<file path="src/rtl/rxp_pkg.sv">
package rxp_pkg;
  typedef enum logic {
    RXP_SEL_CNT  = 1'b0,
    RXP_SEL_IVAL = 1'b1
  } rxp_sel_e;
endpackage

</file>
<file path="src/rtl/rxp_regacc.sv">
module rxp_regacc
  import rxp_pkg::*;
#(
  parameter int CNT_W = 16,
  parameter int BUS_W = 32
) (
  input  logic             clk,
  input  logic             rst_n,
  input  logic             stop_i,
  input  logic             susp_i,
  input  logic             reg_sel_i,
  input  logic             reg_we_i,
  input  logic [BUS_W-1:0] reg_wdata_i,
  input  logic [CNT_W-1:0] cnt_val_i,
  output logic [CNT_W-1:0] ival_o,
  output logic             cnt_wr_o,
  output logic [CNT_W-1:0] cnt_wdata_o,
  output logic [BUS_W-1:0] reg_rdata_o
);
  localparam int PAD_W = BUS_W - CNT_W;

  logic             acc_ok;
  logic             ival_wr;
  logic [CNT_W-1:0] sel_val;
  logic             unused_hi;

  assign acc_ok      = stop_i | susp_i;
  assign ival_wr     = acc_ok & reg_we_i & (rxp_sel_e'(reg_sel_i) == RXP_SEL_IVAL);
  assign cnt_wr_o    = acc_ok & reg_we_i & (rxp_sel_e'(reg_sel_i) == RXP_SEL_CNT);
  assign cnt_wdata_o = reg_wdata_i[CNT_W-1:0];
  assign unused_hi   = ^reg_wdata_i[BUS_W-1:CNT_W];

  always_ff @(posedge clk or negedge rst_n) begin
    if (!rst_n) ival_o <= '0;
    else if (ival_wr) ival_o <= reg_wdata_i[CNT_W-1:0];
  end

  assign sel_val     = (rxp_sel_e'(reg_sel_i) == RXP_SEL_IVAL) ? ival_o : cnt_val_i;
  assign reg_rdata_o = acc_ok ? {{PAD_W{1'b0}}, sel_val} : '0;


  ival_lock_chk: assert property (@(posedge clk) disable iff (!rst_n)
    (!stop_i && !susp_i && reg_we_i) |=> $stable(ival_o));


  rdata_hi_chk: assert property (@(posedge clk) disable iff (!rst_n)
    reg_rdata_o[BUS_W-1:CNT_W] == '0);
endmodule

</file>
<file path="src/rtl/rxp_counter.sv">
module rxp_counter #(
  parameter int CNT_W = 16,
  parameter int IGN_W = 4
) (
  input  logic             clk,
  input  logic             rst_n,
  input  logic             run_i,
  input  logic [CNT_W-1:0] ival_i,
  input  logic             cnt_wr_i,
  input  logic [CNT_W-1:0] cnt_wdata_i,
  output logic [CNT_W-1:0] cnt_o,
  output logic             poll_o
);
  localparam int FULL_W = CNT_W + 1;

  function automatic logic [FULL_W-1:0] reload_of(input logic [CNT_W-1:0] iv);
    return {1'b1, iv[CNT_W-1:IGN_W], {IGN_W{1'b0}}};
  endfunction

  logic [FULL_W-1:0] cnt_q;
  logic              at_end;
  logic              wrap_evt;
  logic              unused_lo;

  assign at_end    = &cnt_q;
  assign wrap_evt  = run_i & at_end & ~cnt_wr_i;
  assign unused_lo = ^ival_i[IGN_W-1:0];

  always_ff @(posedge clk or negedge rst_n) begin
    if (!rst_n)         cnt_q <= {1'b1, {CNT_W{1'b0}}};
    else if (cnt_wr_i)  cnt_q <= {1'b1, cnt_wdata_i};
    else if (wrap_evt)  cnt_q <= reload_of(ival_i);
    else if (run_i)     cnt_q <= cnt_q + FULL_W'(1);
  end

  assign cnt_o  = cnt_q[CNT_W-1:0];
  assign poll_o = wrap_evt;


  poll_width_chk: assert property (@(posedge clk) disable iff (!rst_n)
    poll_o |=> !poll_o);


  reload_align_chk: assert property (@(posedge clk) disable iff (!rst_n)
    poll_o |=> (cnt_q[IGN_W-1:0] == '0));


  hold_chk: assert property (@(posedge clk) disable iff (!rst_n)
    (!run_i && !cnt_wr_i) |=> $stable(cnt_q));


  top_bit_chk: assert property (@(posedge clk) disable iff (!rst_n)
    cnt_q[CNT_W]);


  ival_nodisturb_chk: assert property (@(posedge clk) disable iff (!rst_n)
    (!$stable(ival_i) && run_i && !at_end && !cnt_wr_i) |=> (cnt_q == $past(cnt_q) + FULL_W'(1)));
endmodule

</file>
<file path="src/rtl/rx_poll_timer.sv">
module rx_poll_timer #(
  parameter int CNT_W = 16,
  parameter int IGN_W = 4,
  parameter int BUS_W = 32
) (
  input  logic             clk,
  input  logic             rst_n,
  input  logic             stop_i,
  input  logic             susp_i,
  input  logic             reg_sel_i,
  input  logic             reg_we_i,
  input  logic [BUS_W-1:0] reg_wdata_i,
  output logic [BUS_W-1:0] reg_rdata_o,
  output logic             poll_req_o
);
  logic [CNT_W-1:0] ival;
  logic [CNT_W-1:0] cnt_val;
  logic [CNT_W-1:0] cnt_wdata;
  logic             cnt_wr;

  rxp_regacc #(.CNT_W(CNT_W), .BUS_W(BUS_W)) u_regacc (
    .clk         (clk),
    .rst_n       (rst_n),
    .stop_i      (stop_i),
    .susp_i      (susp_i),
    .reg_sel_i   (reg_sel_i),
    .reg_we_i    (reg_we_i),
    .reg_wdata_i (reg_wdata_i),
    .cnt_val_i   (cnt_val),
    .ival_o      (ival),
    .cnt_wr_o    (cnt_wr),
    .cnt_wdata_o (cnt_wdata),
    .reg_rdata_o (reg_rdata_o)
  );

  rxp_counter #(.CNT_W(CNT_W), .IGN_W(IGN_W)) u_counter (
    .clk         (clk),
    .rst_n       (rst_n),
    .run_i       (~stop_i),
    .ival_i      (ival),
    .cnt_wr_i    (cnt_wr),
    .cnt_wdata_i (cnt_wdata),
    .cnt_o       (cnt_val),
    .poll_o      (poll_req_o)
  );


  stop_nopoll_chk: assert property (@(posedge clk) disable iff (!rst_n)
    stop_i |-> !poll_req_o);
endmodule

</file>
<file path="config.mk">
export PLATFORM = sky130hd
export DESIGN_NAME = rx_poll_timer
export DESIGN_NICKNAME = d
export VERILOG_FILES = /design/src/rtl/rxp_pkg.sv /design/src/rtl/rxp_regacc.sv /design/src/rtl/rxp_counter.sv /design/src/rtl/rx_poll_timer.sv
export SDC_FILE = /design/constraint.sdc
export NUM_CORES = 1
export LEC_CHECK = 0
export ABC_CLOCK_PERIOD_IN_PS = 3200
export BUFFER_PORTS_ARGS = -buffer_cell sky130_fd_sc_hd__buf_2
export CORE_ASPECT_RATIO = 2
export CORE_MARGIN = 4
export CORE_UTILIZATION = 51
export DETAILED_ROUTE_END_ITERATION = 8
export GPL_ROUTABILITY_DRIVEN = 1
export GPL_TIMING_DRIVEN = 0
export HOLD_SLACK_MARGIN = 0.1
export PLACE_DENSITY = 0.8
export SLEW_MARGIN = 25
export SYNTH_ARGS = -nofsm -noshare
export SYNTH_HDL_FRONTEND = slang
export SYNTH_SLANG_ARGS = --single-unit
</file>
<file path="constraint.sdc">
create_clock -name clk -period 3.2 [get_ports clk]
set_input_delay 0.16 -clock clk [delete_from_list [all_inputs] [get_ports clk]]
set_output_delay 0.16 -clock clk [all_outputs]
set_load 0.05 [all_outputs]
</file>
# After elaboration in Yosys (flattened, before gate mapping)
# Cells that the tools add are included.
# op_classes
n_addsub	1
multipliers	0
div_mod_pow	0
n_lt_le_gt_ge	0
n_eq_ne	1
n_shift	0
muxes	5
n_bitwise	9
reduce_logical	1
# ops
cell	n
2-to-1 mux 17 bit	3
2-to-1 mux 16 bit	2
adder 17 x 1 -> 17 bit (second input constant)	1
AND reduction 17 bit	1
bitwise AND 1 bit	5
inequality test 3 x 1 -> 1 bit (second input constant)	1
inverter 1 bit	3
OR 1 bit	1
# totals
register_bits	33
latchBits	0
ramBits	0
mem_bits_ro	0
in_bits	38
out_inout_bits	33
memories	0

# Longest topological paths before layout
# Gate-level depths: netlist of the first run.
# logic_depth
word_depth	7
depth_mapped	9

# Hierarchy
# From an unflattened synthesis of the first run, not the netlist that was laid out.
# unflattened
cells_unflattened	256
area_unflattened_um2	2481.1
# modules_own_cells
mod	instances	cells_per_inst	area_per_inst_um2	seq_area_each_um2
rxp_counter	1	151	1327.5	426.7
rxp_regacc	1	104	1149.9	400.4
rx_poll_timer	1	1	3.8	0.0

# Least setup slack after synthesis of the first run
# OpenSTA, ideal clock, no wires.
# synth_path
kind	register -> register
start	reg u_counter.cnt_q[0]
end	reg u_counter.cnt_q[15]
arrival_time_ps	3258
t_required_ps	3126
path_slack_ps	-132
stages_incl_launch_ff	10
period_less_slack_ps	3332
path_cell_list	dfrtp_1 -> ha_1 -> inv_1 -> nor4_2 -> and3_1 -> ha_1 -> inv_1 -> nor3_1 -> a221oi_1 -> nand3_1
# synth_via
elab_chain_len	5
elab_cells_between_ends	8
# synth_lines
item	line	text
from (decl)	rxp_counter.sv:20	logic [FULL_W-1:0] cnt_q;
from (signal assigned)	rxp_counter.sv:30	if (!rst_n) cnt_q <= {1'b1, {CNT_W{1'b0}}};
from (signal assigned)	rxp_counter.sv:31	else if (cnt_wr_i) cnt_q <= {1'b1, cnt_wdata_i};
from (signal assigned)	rxp_counter.sv:32	else if (wrap_evt) cnt_q <= reload_of(ival_i);
AND reduction 17 bit *	rxp_counter.sv:25	assign at_end = &cnt_q;
bitwise AND 1 bit * (2 in a row)	rxp_counter.sv:26	assign wrap_evt = run_i & at_end & ~cnt_wr_i;
net poll_req_o	rx_poll_timer.sv:14	output logic poll_req_o
2-to-1 mux 17 bit	rxp_counter.sv:32	
2-to-1 mux 17 bit	rxp_counter.sv:31	
# The timed path passes the listed nets; every way through them passes the cells marked *. The select of a mux whose other input is x is not followed.
# A chain may end at the register's enable or synchronous reset.

# Final worst setup path of the first run
# layout_path
start	reg u_counter.cnt_q[1]
end	out poll_req_o
# layout_via
elab_chain_len	3
# layout_lines
item	line
AND reduction 17 bit	rxp_counter.sv:25
bitwise AND 1 bit (2 in a row)	rxp_counter.sv:26
to (decl)	rx_poll_timer.sv:14
# Every way passes these cells.

==> implementation parameters, run 1 <==
Parameter                              Value

Status
  Run status ... finished, final reports clean

Final layout
  Final core utilization ... 0.639
  Fillcell total ... 369
  Final standard cell area without fillers ... roughly 2600 sq um
  Area occupied by registers ... roughly 830 sq um
  Non-Filler Instances ... between 300 and 400
  Count of antenna diodes in the layout ... 0
  Area added between synthesis and finish ... 19.7%
  Post-layout net count ... around 330
  Area of the multi-input gates ... between 1000 and 1500 sq um
  Share of cells above drive strength 1 ... 0.319

Placed design
  DP HPWL ... approximately 4.1 mm
  Count of buffers from port buffering ... 36
  Post-placement cell count ... ~340
  Routability congestion estimate ... between 0.8 and 0.9
  Post-detailed-placement cell area ... approximately 2500 sq um

Clocking
  Number of buffers created by CTS ... 5
  TritonCTS clock tree ... yes
  Number of levels in the clock H-tree ... 2
  Clock transition at the registers of the reported paths ... approximately 70 ps
  Clock root buffer ... clkbuf_8
  Number of sinks driven by the clock tree ... 33
  Maximum root-to-sink buffer count ... 2
  Worst-Skew Late Latency ... roughly 290 ps

Route
  Final routed DRC violation total ... 0
  Average detailed-routed wire length per instance ... approximately 16 um
  Via-to-Cell Ratio ... ~5.7
  Number of antenna-violating nets in the routed design ... 0
  Router iterations before antenna repair ... 4
  Iteration-0 DRC Markers ... 69
  Via total after detailed routing ... just under 2000
  Wirelength, routed ... 5.51 mm

GRT
  Vias in the first global route ... slightly above 2000
  GRT Resource Usage Total ... 0.227
  Met3 Track Usage GR ... 0.0296
  Met1 track demand over resource in global routing ... 0.244
  Busiest layer in global routing ... met2
  Global-route wire length before repair ... about 9 mm
  Antenna violations before repair ... 0
  Total congestion overflow ... 0
  GR met2 Demand/Resource ... 0.409
  Pin count of the biggest net entering global routing ... 34

STA
  Final-layout setup total negative slack ... 0 ps
  Fmax ... roughly 0.34 GHz
  Pins Over Slew Limit ... 0
  Setup repair after global routing missed its margin ... false
  Pin slew with the least headroom to its limit ... 780 ps
  Post-route minimum period ... roughly 3000 ps
  Period utilisation layout ... 0.927
  Max Clock Skew ... between 10 and 15 ps
  Final Setup Violations ... 0
  Final count of hold timing violations ... 0
  Relative slew slack ... 0.480

Floorplanning
  Area of the core ... 4130 sq um
  Starting Density ... 0.534
  Number of ports placed on the die boundary ... 71
  Floorplan row count ... 33
  Die W ... approximately 54 um
  Full die area ... around 5500 sq um
  Height of the chip ... 101 um

Pwr
  Power per unit of standard cell area ... 537 nW/um^2
  Cell leakage power ... 1.27 nW
  Maximum ir drop on the vdd rail ... between 0.3 and 0.4 mV

Synthesis
  Fraction of registers with async set/reset ... 1.00
  Number of flops mapped to enable cells by yosys ... 0
  Flip-flop cell with the highest count after synthesis ... dfrtp_1
  Number of standard cells after synthesis ... 233
  Cell Area, Synth ... 2200 sq um
  Yosys warns ... 0
  Top area cells in the synthesized netlist ... dfrtp_1, mux2_2, mux2i_1, buf_4, and3_1
  Average cell area after synthesis ... about 9.5 sq um
  Number of distinct standard cells referenced by the synthesized netlist ... 48
  Share of synthesized area occupied by flip-flops and latches ... 0.375
  Cell accounting for the most synthesized area ... dfrtp_1
  FF+latch count, synth ... 33
  Share of the synthesized area in the top cell type ... 0.363

Setup path
  Worst Path Required ... 3040 ps
  Category of the critical setup timing path ... register to output pin
  Setup crit start kind ... register
  Critical Path Sink Type ... output pin
  Arrival @ worst endpoint ... 2810 ps
  Reg-to-reg critical path startpoint ... u_counter.cnt_q[1]
  Setup slack on the worst flop-to-flop path ... 420 ps
  Endpoint of the most critical register-to-register path ... u_counter.cnt_q[4]
  Number of cell instances on the worst register-to-register path ... 8
  Crit path max fanout ... 7

Worst hold path
  Hold-critical path depth ... 3
  Hold_sp ... reg_wdata_i[6]
  Endpoint of the worst hold path ... u_counter.cnt_q[6]
  Class of the tightest hold or removal check ... input pin to register

Job
  Max-capacitance violation count ... 0
## state kept, by name, summed over array words and instances, names as in the netlist
name and count:
u_counter.cnt_q 17, u_regacc.ival_o 16
## final cells by class
class                      count  area share
tap                           52      0.0247
timing repair buffer          39      0.0797
clock inverter                 1     0.00190
clock buffer                   7      0.0289
inverter                       7     0.00996
sequential                    33       0.314
multi-input combinational    179       0.471
buffer                        29      0.0702
## worst max-delay path by stage
stage                                   from             endpoint  slack (ps)
after floorplan           u_counter.cnt_q[0]  u_counter.cnt_q[12]         450
after global placement    u_counter.cnt_q[0]           poll_req_o         340
after detailed placement  u_counter.cnt_q[0]           poll_req_o         330
after CTS                 u_counter.cnt_q[0]           poll_req_o         100
after global routing      u_counter.cnt_q[1]           poll_req_o          20
final                     u_counter.cnt_q[1]           poll_req_o         230
## cells by family after synthesis
| kind of cell | count (synthesis) | synth area share |
|---|---|---|
| DFF | 33 | 0.375 |
| other | 1 | 0.00170 |
| adders and majority gates | 2 | 0.0113 |
| and+or+nand+nor | 77 | 0.192 |
| muxes | 35 | 0.169 |
| AOI/OAI and AO/OA | 43 | 0.131 |
| xor gates and xnor gates | 6 | 0.0238 |
| buffers and inverters | 36 | 0.0959 |
## report_power, final
group,total [W],internal [W],switching [W]
combinational,0.000534,0.000187,0.000348
clock,0.000303,0.000152,0.000151
sequential,0.000579,0.000494,0.0000847
total,0.00142,0.000833,0.000583
## per-stage QoR
step           power (W)  hold WS, ps  setup slack [ps]
2_1_floorplan   0.000984         -136               451
5_1_grt          0.00150          118              18.2
6_report         0.00142          104               235
3_5_place_dp     0.00111          270               329
4_1_cts          0.00142          104              96.6
3_3_place_gp     0.00110          260               344
## critical path: stages, from the launching register on
cell	delay, ps
dfrtp_1	450
ha_1	280
inv_1	170
nor4_4	370
and3_1	220
ha_1	220
inv_1	160
nor3_4	330
clkbuf_4	310
## repair_timing
action,4_1_cts,5_1_grt
gates resized for setup,1,3
endpoints found under the setup margin,1,1
pin swaps,0,1
endpoints found under the hold margin,33,0
setup buffers,0,1
hold buffers,2,0
## cells in the mapped netlist, types with 2 or more instances
cell,count
mux2_2,18
nor2_1,19
nor3_1,6
buf_2,6
nand2b_1,2
xor2_1,3
nand4_1,3
dfrtp_1,32
o41ai_1,2
inv_1,7
o22ai_1,2
a21oi_1,8
o21ai_0,14
clkbuf_1,5
nand3_1,8
xnor2_1,3
ha_1,2
buf_4,16
nor4_1,4
o31a_1,2
a221oi_1,6
and2_1,2
mux2i_1,17
nand2_1,7
and3_1,15
nor2_2,2
## metal layers
layer  wire length (um)  up-vias
met5                  0        -
met4                102        0
met3                361        9
met2               3110       83
met1               1940      943
li1                   -      942
## cells in the final DEF (no fill, tap or decap), types with 2 or more instances in the layout
cell type / count
buf_2: 41
buf_4: 17
nand4_1: 3
ha_1: 2
xor2_1: 3
nor2_1: 19
and3_1: 15
clkbuf_1: 7
conb_1: 16
nand2_1: 7
nand2b_1: 2
o31a_1: 2
dlygate4sd3_1: 2
clkbuf_8: 5
mux2i_1: 17
inv_1: 7
o21ai_0: 14
nor4_1: 4
and2_1: 2
o22ai_1: 2
nor3_1: 5
dfrtp_1: 31
mux2_2: 18
xnor2_1: 3
nor2_2: 2
nand3_1: 8
a221oi_1: 6
o41ai_1: 2
a21oi_1: 8
(Power assumes the default switching activity.)
==> run 2, diff against run 1 <==
--- a/config.mk
+++ b/config.mk
@@ -15,6 +15,7 @@
 export GPL_TIMING_DRIVEN = 0
 export HOLD_SLACK_MARGIN = 0.1
 export PLACE_DENSITY = 0.8
+export RECOVER_POWER = 50
 export SLEW_MARGIN = 25
 export SYNTH_ARGS = -nofsm -noshare
 export SYNTH_HDL_FRONTEND = slang
==> run 2 against run 1 <==
Effect of this change:
- the flow now finishes with violations (max-capacitance violations, max-slew violations)
- first-iteration DRC count is the same
- register-to-register slack worse by 20 ps
- combinational power hardly changed
- hold slack gained 0.53 ps
- clock-buffer cell count stayed put
- global-route usage stayed put
- sequential share of layout area rose by 0.10 points
- cell area down 0.33%
- die area unchanged
- flip-flop and latch count did not move
- wire length fell by 0.71%
- largest power group unchanged
==> implementation parameters, run 2 (same netlist as run 1, synthesis figures left out) <==
Parameter                              Value

Status
  Run status ... complete, but fails checks (was finished, final reports clean)
  Failing checks ... max-capacitance violations, max-slew violations

Clocking
  TritonCTS clock tree ... yes (unchanged)
  Clock transition at the registers of the reported paths ... 70 ps (about the same)
  Worst-Skew Late Latency ... 290 ps (about the same)
  Clock root buffer ... clkbuf_8 (unchanged)
  Maximum root-to-sink buffer count ... 2 (unchanged)
  Number of buffers created by CTS ... 5 (unchanged)
  Number of levels in the clock H-tree ... 2 (unchanged)
  Number of sinks driven by the clock tree ... 33 (unchanged)

Setup path
  Endpoint of the most critical register-to-register path ... u_counter.cnt_q[4] (unchanged)
  Largest incremental delay on the critical path ... 460 ps (was 450 ps)
  Reg-to-reg critical path startpoint ... u_counter.cnt_q[1] (unchanged)
  Slowest-stage cell, CP ... dfrtp_1 (unchanged)
  Critical path depth in cells ... 8 (unchanged)
  Critical Path Sink Type ... output pin (unchanged)
  Timing endpoint of the critical path ... poll_req_o (unchanged)
  Worst Path Required ... 3040 ps (about the same)
  Setup slack on the worst flop-to-flop path ... 400 ps (was 420 ps)
  Kind of cell adding the most delay to the critical path ... simple AND/OR/NAND/NOR gates (unchanged)
  Arrival @ worst endpoint ... 2800 ps (was 2810 ps)
  Number of buffers and inverters on the critical path ... 3 (unchanged)
  Category of the critical setup timing path ... register to output pin (unchanged)
  CP cell instances ... ha_1 -> inv_1 -> nor4_4 -> and3_1 -> ha_1 -> inv_1 -> nor3_4 -> clkbuf_4 (unchanged)
  Crit path max fanout ... 7 (unchanged)
  Launch point of the critical path ... u_counter.cnt_q[1] (unchanged)
  Setup crit start kind ... register (unchanged)
  Number of cell instances on the worst register-to-register path ... 8 (unchanged)

Final layout
  Highest-count cells in the layout ignoring fill and taps ... buf_2, dfrtp_1, nor2_1, mux2_2 (unchanged)
  Largest register FFs ... 17 (unchanged)
  Most common cell after layout, fill and taps aside ... buf_2 (unchanged)
  Fillcell total ... 373 (was 369)
  Post-layout net count ... 334 (unchanged)
  Count of antenna diodes in the layout ... 0 (unchanged)
  Largest registers ... u_counter.cnt_q x17, u_regacc.ival_o x16 (unchanged)
  Area added between synthesis and finish ... 19.3% (was 19.7%)
  Register ranked first by flip-flop count ... u_counter.cnt_q (unchanged)
  Share of cells above drive strength 1 ... 0.305 (was 0.319)

Worst hold path
  Class of the tightest hold or removal check ... input pin to register (unchanged)
  Hold_sp ... reg_wdata_i[6] (unchanged)

STA
  Period utilisation layout ... 0.924 (was 0.927)
  Setup repair after global routing missed its margin ... false (unchanged)
  Final setup slack of the worst path ... 242 ps (was 235 ps)
  Pin slew with the least headroom to its limit ... 1840 ps (was 780 ps)
  Relative slew slack ... -0.229 (was 0.480)
  Final count of hold timing violations ... 0 (unchanged)
  Fmax ... 0.338 GHz (was 0.337 GHz)
  Final Setup Violations ... 0 (unchanged)
  Post-route minimum period ... 2960 ps (was 2970 ps)
  Max Clock Skew ... 10.8 ps (was 10.6 ps)
  Final-layout setup total negative slack ... 0 ps (unchanged)
  Pins Over Slew Limit ... 34 (was 0)

Route
  Iteration-0 DRC Markers ... 69 (unchanged)
  Final routed DRC violation total ... 0 (unchanged)
  Number of antenna-violating nets in the routed design ... 0 (unchanged)
  Via-to-Cell Ratio ... 5.66 (was 5.70)
  Via total after detailed routing ... 1965 (was 1977)
  Average detailed-routed wire length per instance ... 15.8 um (was 15.9 um)
  Router iterations before antenna repair ... 4 (unchanged)
  Wirelength, routed ... 5.47 mm (was 5.51 mm)

Floorplanning
  Die W ... 54.5 um (unchanged)
  Area of the core ... 4130 sq um (unchanged)
  Floorplan row count ... 33 (unchanged)
  Full die area ... 5500 sq um (unchanged)
  Starting Density ... 0.534 (unchanged)
  Height of the chip ... 101 um (unchanged)
  Number of ports placed on the die boundary ... 71 (unchanged)

GRT
  Pin count of the biggest net entering global routing ... 34 (unchanged)
  Global-route wire length before repair ... 9.24 mm (unchanged)
  Antenna violations before repair ... 0 (unchanged)
  Vias in the first global route ... 2021 (unchanged)
  GRT Resource Usage Total ... 0.227 (unchanged)
  Total congestion overflow ... 0 (unchanged)

Placed design
  Count of buffers from port buffering ... 36 (unchanged)
  Routability congestion estimate ... 0.869 (unchanged)
  Pre-CTS setup slack ... 329 ps (unchanged)
  DP HPWL ... 4.09 mm (unchanged)

Pwr
  Power per unit of standard cell area ... 538 nW/um^2 (was 537 nW/um^2)
  Maximum ir drop on the vdd rail ... 0.347 mV (was 0.349 mV)
  Cell leakage power ... 1.26 nW (was 1.27 nW)

Job
  Max-capacitance violation count ... 1 (was 0)
run 2: cell count changes in the layout (fill, tap and decap cells not counted), sizes merged:
cell and change:
buf -3, clkbuf +3
run 2: cell type report:
| type | instances | area, sq um | share of cell area |
|---|---|---|---|
| plain buffers | 29 | 183 | 0.0695 |
| well taps | 52 | 65.1 | 0.0247 |
| flip-flops and latches | 33 | 828 | 0.315 |
| clock inverters | 1 | 5.00 | 0.00190 |
| clock buffers | 7 | 76.3 | 0.0290 |
| repair buffers | 39 | 209 | 0.0794 |
| multi-input cells | 179 | 1240 | 0.471 |
| inverters | 7 | 26.3 | 0.00999 |
run 2: worst register-to-register path, cell delays in order (launching register included):
cell and delay [ps]:
dfrtp_1 460, ha_1 280, inv_1 170, nor4_4 360, and3_1 220, ha_1 220
clkbuf_1 430, o21ai_0 190, a221o_1 370
run 2: through the flow:
stage / hold WS (ps) / util / power (W) / cells / area [sq um]
6_report: 105 / 0.637 / 0.00141 / 347 / 2630
5_1_grt: 118 / 0.637 / 0.00150 / 347 / 2630
4_1_cts: 104 / 0.634 / 0.00142 / 346 / 2620
3_5_place_dp: 270 / 0.608 / 0.00111 / 336 / 2510
3_3_place_gp: 260 / 0.608 / 0.00110 / 336 / 2510
2_1_floorplan: -136 / - / 0.000984 / 248 / 2270
run 2: worst min-delay path by stage:
| stage | end | slack (ps) | cells after the start |
|---|---|---|---|
| 3_5_place_dp | u_regacc.ival_o[2] | 270 | 1 |
| 6_report | u_counter.cnt_q[6] | 100 | 3 |
| 5_1_grt | u_regacc.ival_o[7] | 120 | 2 |
| 3_3_place_gp | u_regacc.ival_o[2] | 260 | 1 |
| 4_1_cts | u_counter.cnt_q[6] | 100 | 3 |
| 2_1_floorplan | u_counter.cnt_q[0] | -140 | 0 |
run 2: power breakdown:
group          internal, W  switching (W)  total [W]  leakage (nW)
combinational     0.000186       0.000347   0.000533         0.826
sequential        0.000494      0.0000849   0.000579         0.395
clock             0.000152       0.000150   0.000303        0.0422
run 2: repair_timing:
action | CTS | global route
resized for setup | 1 | 3
pin swaps | 0 | 1
hold buffers | 2 | 0
buffers inserted | 0 | 1
setup endpoints to repair | 1 | 1
endpoints found under the hold margin | 33 | 0
run 2: routing by layer:
metal  track usage  up-vias  part of all wire
met5             0        -                 0
met4         0.107        0             0.021
met3        0.0296       13             0.053
met2         0.409       65              0.57
met1         0.244      946              0.36
li1              -      941                 -
==> run 3, diff against run 2 <==
--- a/config.mk
+++ b/config.mk
@@ -7,14 +7,15 @@
 export LEC_CHECK = 0
 export ABC_CLOCK_PERIOD_IN_PS = 3200
 export BUFFER_PORTS_ARGS = -buffer_cell sky130_fd_sc_hd__buf_2
+export CAP_MARGIN = 20
 export CORE_ASPECT_RATIO = 2
-export CORE_MARGIN = 4
+export CORE_MARGIN = 2
 export CORE_UTILIZATION = 51
 export DETAILED_ROUTE_END_ITERATION = 8
 export GPL_ROUTABILITY_DRIVEN = 1
 export GPL_TIMING_DRIVEN = 0
 export HOLD_SLACK_MARGIN = 0.1
-export PLACE_DENSITY = 0.8
+export PLACE_DENSITY = 0.9
 export RECOVER_POWER = 50
 export SLEW_MARGIN = 25
 export SYNTH_ARGS = -nofsm -noshare
==> run 3 against run 2 <==
Effect of this change:
- the flow still finishes with violations (max-capacitance violations, max-slew violations)
- first-iteration DRC count is 30% lower
- setup slack worse by 54 ps
- hold slack worse by 3.6 ps
- non-clock buffer count is 1 lower
- power is 0.10% higher
- sequential power hardly changed
- via count is 2.8% higher
- maximum frequency is 1.8% lower
- largest cell class unchanged
- largest power group unchanged
==> implementation parameters, run 3 (same netlist as run 1, synthesis figures left out) <==
Parameter                              Value

Clocking
  Worst-Skew Late Latency ... 290 ps (about the same)
  Count of buffers added by post-CTS timing repair for setup ... 0 (unchanged)
  Clock root buffer ... clkbuf_8 (unchanged)
  Number of levels in the clock H-tree ... 2 (unchanged)
  TritonCTS clock tree ... yes (unchanged)
  Clock transition at the registers of the reported paths ... 60 ps (was 70 ps)
  Maximum root-to-sink buffer count ... 2 (unchanged)
  Number of sinks driven by the clock tree ... 33 (unchanged)
  Number of buffers created by CTS ... 5 (unchanged)

STA
  Fmax ... 0.332 GHz (was 0.338 GHz)
  Period utilisation layout ... 0.941 (was 0.924)
  Pin slew with the least headroom to its limit ... 1790 ps (was 1840 ps)
  Setup repair after global routing missed its margin ... false (unchanged)
  Post-route minimum period ... 3010 ps (was 2960 ps)
  Pins Over Slew Limit ... 34 (unchanged)
  Final-layout setup total negative slack ... 0 ps (unchanged)
  Final Setup Violations ... 0 (unchanged)
  Max Clock Skew ... 9.04 ps (was 10.8 ps)
  Relative slew slack ... -0.190 (was -0.229)
  Final count of hold timing violations ... 0 (unchanged)

Route
  Average detailed-routed wire length per instance ... 15.6 um (was 15.8 um)
  Iteration-0 DRC Markers ... 48 (was 69)
  Number of antenna-violating nets in the routed design ... 0 (unchanged)
  Wirelength, routed ... 5.41 mm (was 5.47 mm)
  Router iterations before antenna repair ... 5 (was 4)
  Final routed DRC violation total ... 0 (unchanged)
  Via-to-Cell Ratio ... 5.84 (was 5.66)
  Via total after detailed routing ... 2021 (was 1965)

Setup path
  Worst Path Required ... 3040 ps (about the same)
  Critical Path Sink Type ... output pin (unchanged)
  Number of buffers and inverters on the critical path ... 3 (unchanged)
  Reg-to-reg critical path startpoint ... u_counter.cnt_q[0] (was u_counter.cnt_q[1])
  Category of the critical setup timing path ... register to output pin (unchanged)
  Kind of cell adding the most delay to the critical path ... simple AND/OR/NAND/NOR gates (unchanged)
  Setup crit start kind ... register (unchanged)
  Arrival @ worst endpoint ... 2850 ps (was 2800 ps)
  CP cell instances ... ha_1 -> inv_1 -> nor4_2 -> and3_1 -> ha_1 -> inv_1 -> nor3_4 -> clkbuf_4 (was ha_1 -> inv_1 -> nor4_4 -> and3_1 -> ha_1 -> inv_1 -> nor3_4 -> clkbuf_4)
  Largest incremental delay on the critical path ... 510 ps (was 460 ps)
  Endpoint of the most critical register-to-register path ... u_counter.cnt_q[4] (unchanged)
  Crit path max fanout ... 8 (was 7)
  Setup slack on the worst flop-to-flop path ... 360 ps (was 400 ps)
  Slowest-stage cell, CP ... dfrtp_1 (unchanged)
  Number of cell instances on the worst register-to-register path ... 8 (unchanged)

Floorplanning
  Full die area ... 4900 sq um (was 5500 sq um)
  Area of the core ... 4130 sq um (unchanged)
  Die W ... 50.5 um (was 54.5 um)
  Height of the chip ... 97.0 um (was 101 um)
  Number of ports placed on the die boundary ... 71 (unchanged)
  Floorplan row count ... 33 (unchanged)
  Starting Density ... 0.534 (unchanged)

Job
  Max-capacitance violation count ... 1 (unchanged)

Worst hold path
  Hold_sp ... reg_wdata_i[5] (was reg_wdata_i[6])
  Class of the tightest hold or removal check ... input pin to register (unchanged)
  Hold-critical path depth ... 3 (unchanged)
  Endpoint of the worst hold path ... u_counter.cnt_q[5] (was u_counter.cnt_q[6])

Pwr
  Switching power ... 0.000586 W (was 0.000582 W)
  Combinational power share ... 0.376 (was 0.377)
  Cell leakage power ... 1.25 nW (was 1.26 nW)
  Part of the power in the clock network ... 0.214 (about the same)
  P_int ... 0.000830 W (was 0.000833 W)
  Sequential cell fraction of total power ... 0.410 (was 0.409)
  Switching fraction of total power ... 0.414 (was 0.411)
  Power per unit of standard cell area ... 542 nW/um^2 (was 538 nW/um^2)
  Total Power Consumption ... 0.00142 W (was 0.00141 W)
  Maximum ir drop on the vdd rail ... 0.382 mV (was 0.347 mV)

Final layout
  Largest registers ... u_counter.cnt_q x17, u_regacc.ival_o x16 (unchanged)
  Count of antenna diodes in the layout ... 0 (unchanged)
  Most common cell after layout, fill and taps aside ... buf_2 (unchanged)
  Share of cells above drive strength 1 ... 0.303 (was 0.305)
  Area added between synthesis and finish ... 18.6% (was 19.3%)
  Fillcell total ... 373 (unchanged)
  Register ranked first by flip-flop count ... u_counter.cnt_q (unchanged)
  Post-layout net count ... 333 (was 334)
  Area occupied by registers ... 827 sq um (was 828 sq um)
  Area of the multi-input gates ... 1230 sq um (was 1240 sq um)
  Largest register FFs ... 17 (unchanged)
  Highest-count cells in the layout ignoring fill and taps ... buf_2, dfrtp_1, nor2_1, mux2_2, mux2i_1 (was buf_2, dfrtp_1, nor2_1, mux2_2)

GRT
  GRT Resource Usage Total ... 0.236 (was 0.227)
  Vias in the first global route ... 1952 (was 2021)
  Total congestion overflow ... 0 (unchanged)
  Pin count of the biggest net entering global routing ... 34 (unchanged)
  Global-route wire length before repair ... 8.91 mm (was 9.24 mm)
  Antenna violations before repair ... 0 (unchanged)

Status
  Run status ... complete, but fails checks (unchanged)
  Failing checks ... max-capacitance violations, max-slew violations (unchanged)

Placed design
  Routability congestion estimate ... 0.916 (was 0.869)
  DP HPWL ... 4.02 mm (was 4.09 mm)
  Count of buffers from port buffering ... 36 (unchanged)
==> run 3: metal layers <==
layer / up-vias / global-route usage / routed length, um
li1: 939 / - / -
met1: 963 / 0.258 / 1920
met2: 100 / 0.413 / 2980
met3: 19 / 0.0448 / 345
met4: 0 / 0.125 / 172
met5: - / 0 / 0
==> run 3: cell type report <==
cell class	instances	share of cell area
Buffer	29	0.0699
Timing Repair Buffer	38	0.0771
Clock inverter	2	0.00383
Inverter	7	0.0101
Clock buffer	6	0.0278
Sequential cell	33	0.316
Multi-Input combinational cell	179	0.470
Tap cell	52	0.0249
==> run 3: worst max path at each step <==
stage | startpoint | end | depth (start not counted)
3_3_place_gp | u_counter.cnt_q[0] | poll_req_o | 8
6_report | u_counter.cnt_q[0] | poll_req_o | 8
3_5_place_dp | u_counter.cnt_q[0] | poll_req_o | 8
2_1_floorplan | u_counter.cnt_q[0] | u_counter.cnt_q[12] | 9
5_1_grt | u_counter.cnt_q[0] | poll_req_o | 8
4_1_cts | u_counter.cnt_q[0] | poll_req_o | 8
==> run 3: worst reg2reg max path: stages, from the launching register on <==
cell and delay (ps):
dfrtp_1 510, ha_1 290, inv_1 150, nor4_2 360, and3_1 230, ha_1 230, clkbuf_1 410, o21ai_0 170
a221o_1 360
==> run 3: timing repair <==
action                     4_1_cts  5_1_grt
hold endpoints to repair        33        0
setup endpoints to repair        0        1
gates resized for setup          0        2
hold buffers                     2        0
==> run 3: per-stage QoR <==
| stage | util | cell area (sq um) | setup slack [ps] | hold WS, ps | std cells |
|---|---|---|---|---|---|
| finish | 0.633 | 2610 | 188 | 101 | 346 |
| detailed placement | 0.608 | 2510 | 397 | 258 | 336 |
| global placement | 0.608 | 2510 | 412 | 251 | 336 |
| CTS | 0.633 | 2610 | 76.9 | 103 | 346 |
| floorplan | - | 2270 | 451 | -136 | 248 |
| global route | 0.633 | 2610 | 16.8 | 104 | 346 |
==> run 3: power groups by stage <==
| stage | sequential (W) | combinational [W] | clock, W |
|---|---|---|---|
| after CTS | 0.000576 | 0.000531 | 0.000309 |
| final | 0.000581 | 0.000532 | 0.000303 |
| after floorplan | 0.000556 | 0.000427 | 0 |
| after global routing | 0.000591 | 0.000576 | 0.000332 |
| after detailed placement | 0.000583 | 0.000529 | 0 |
| after global placement | 0.000579 | 0.000517 | 0 |
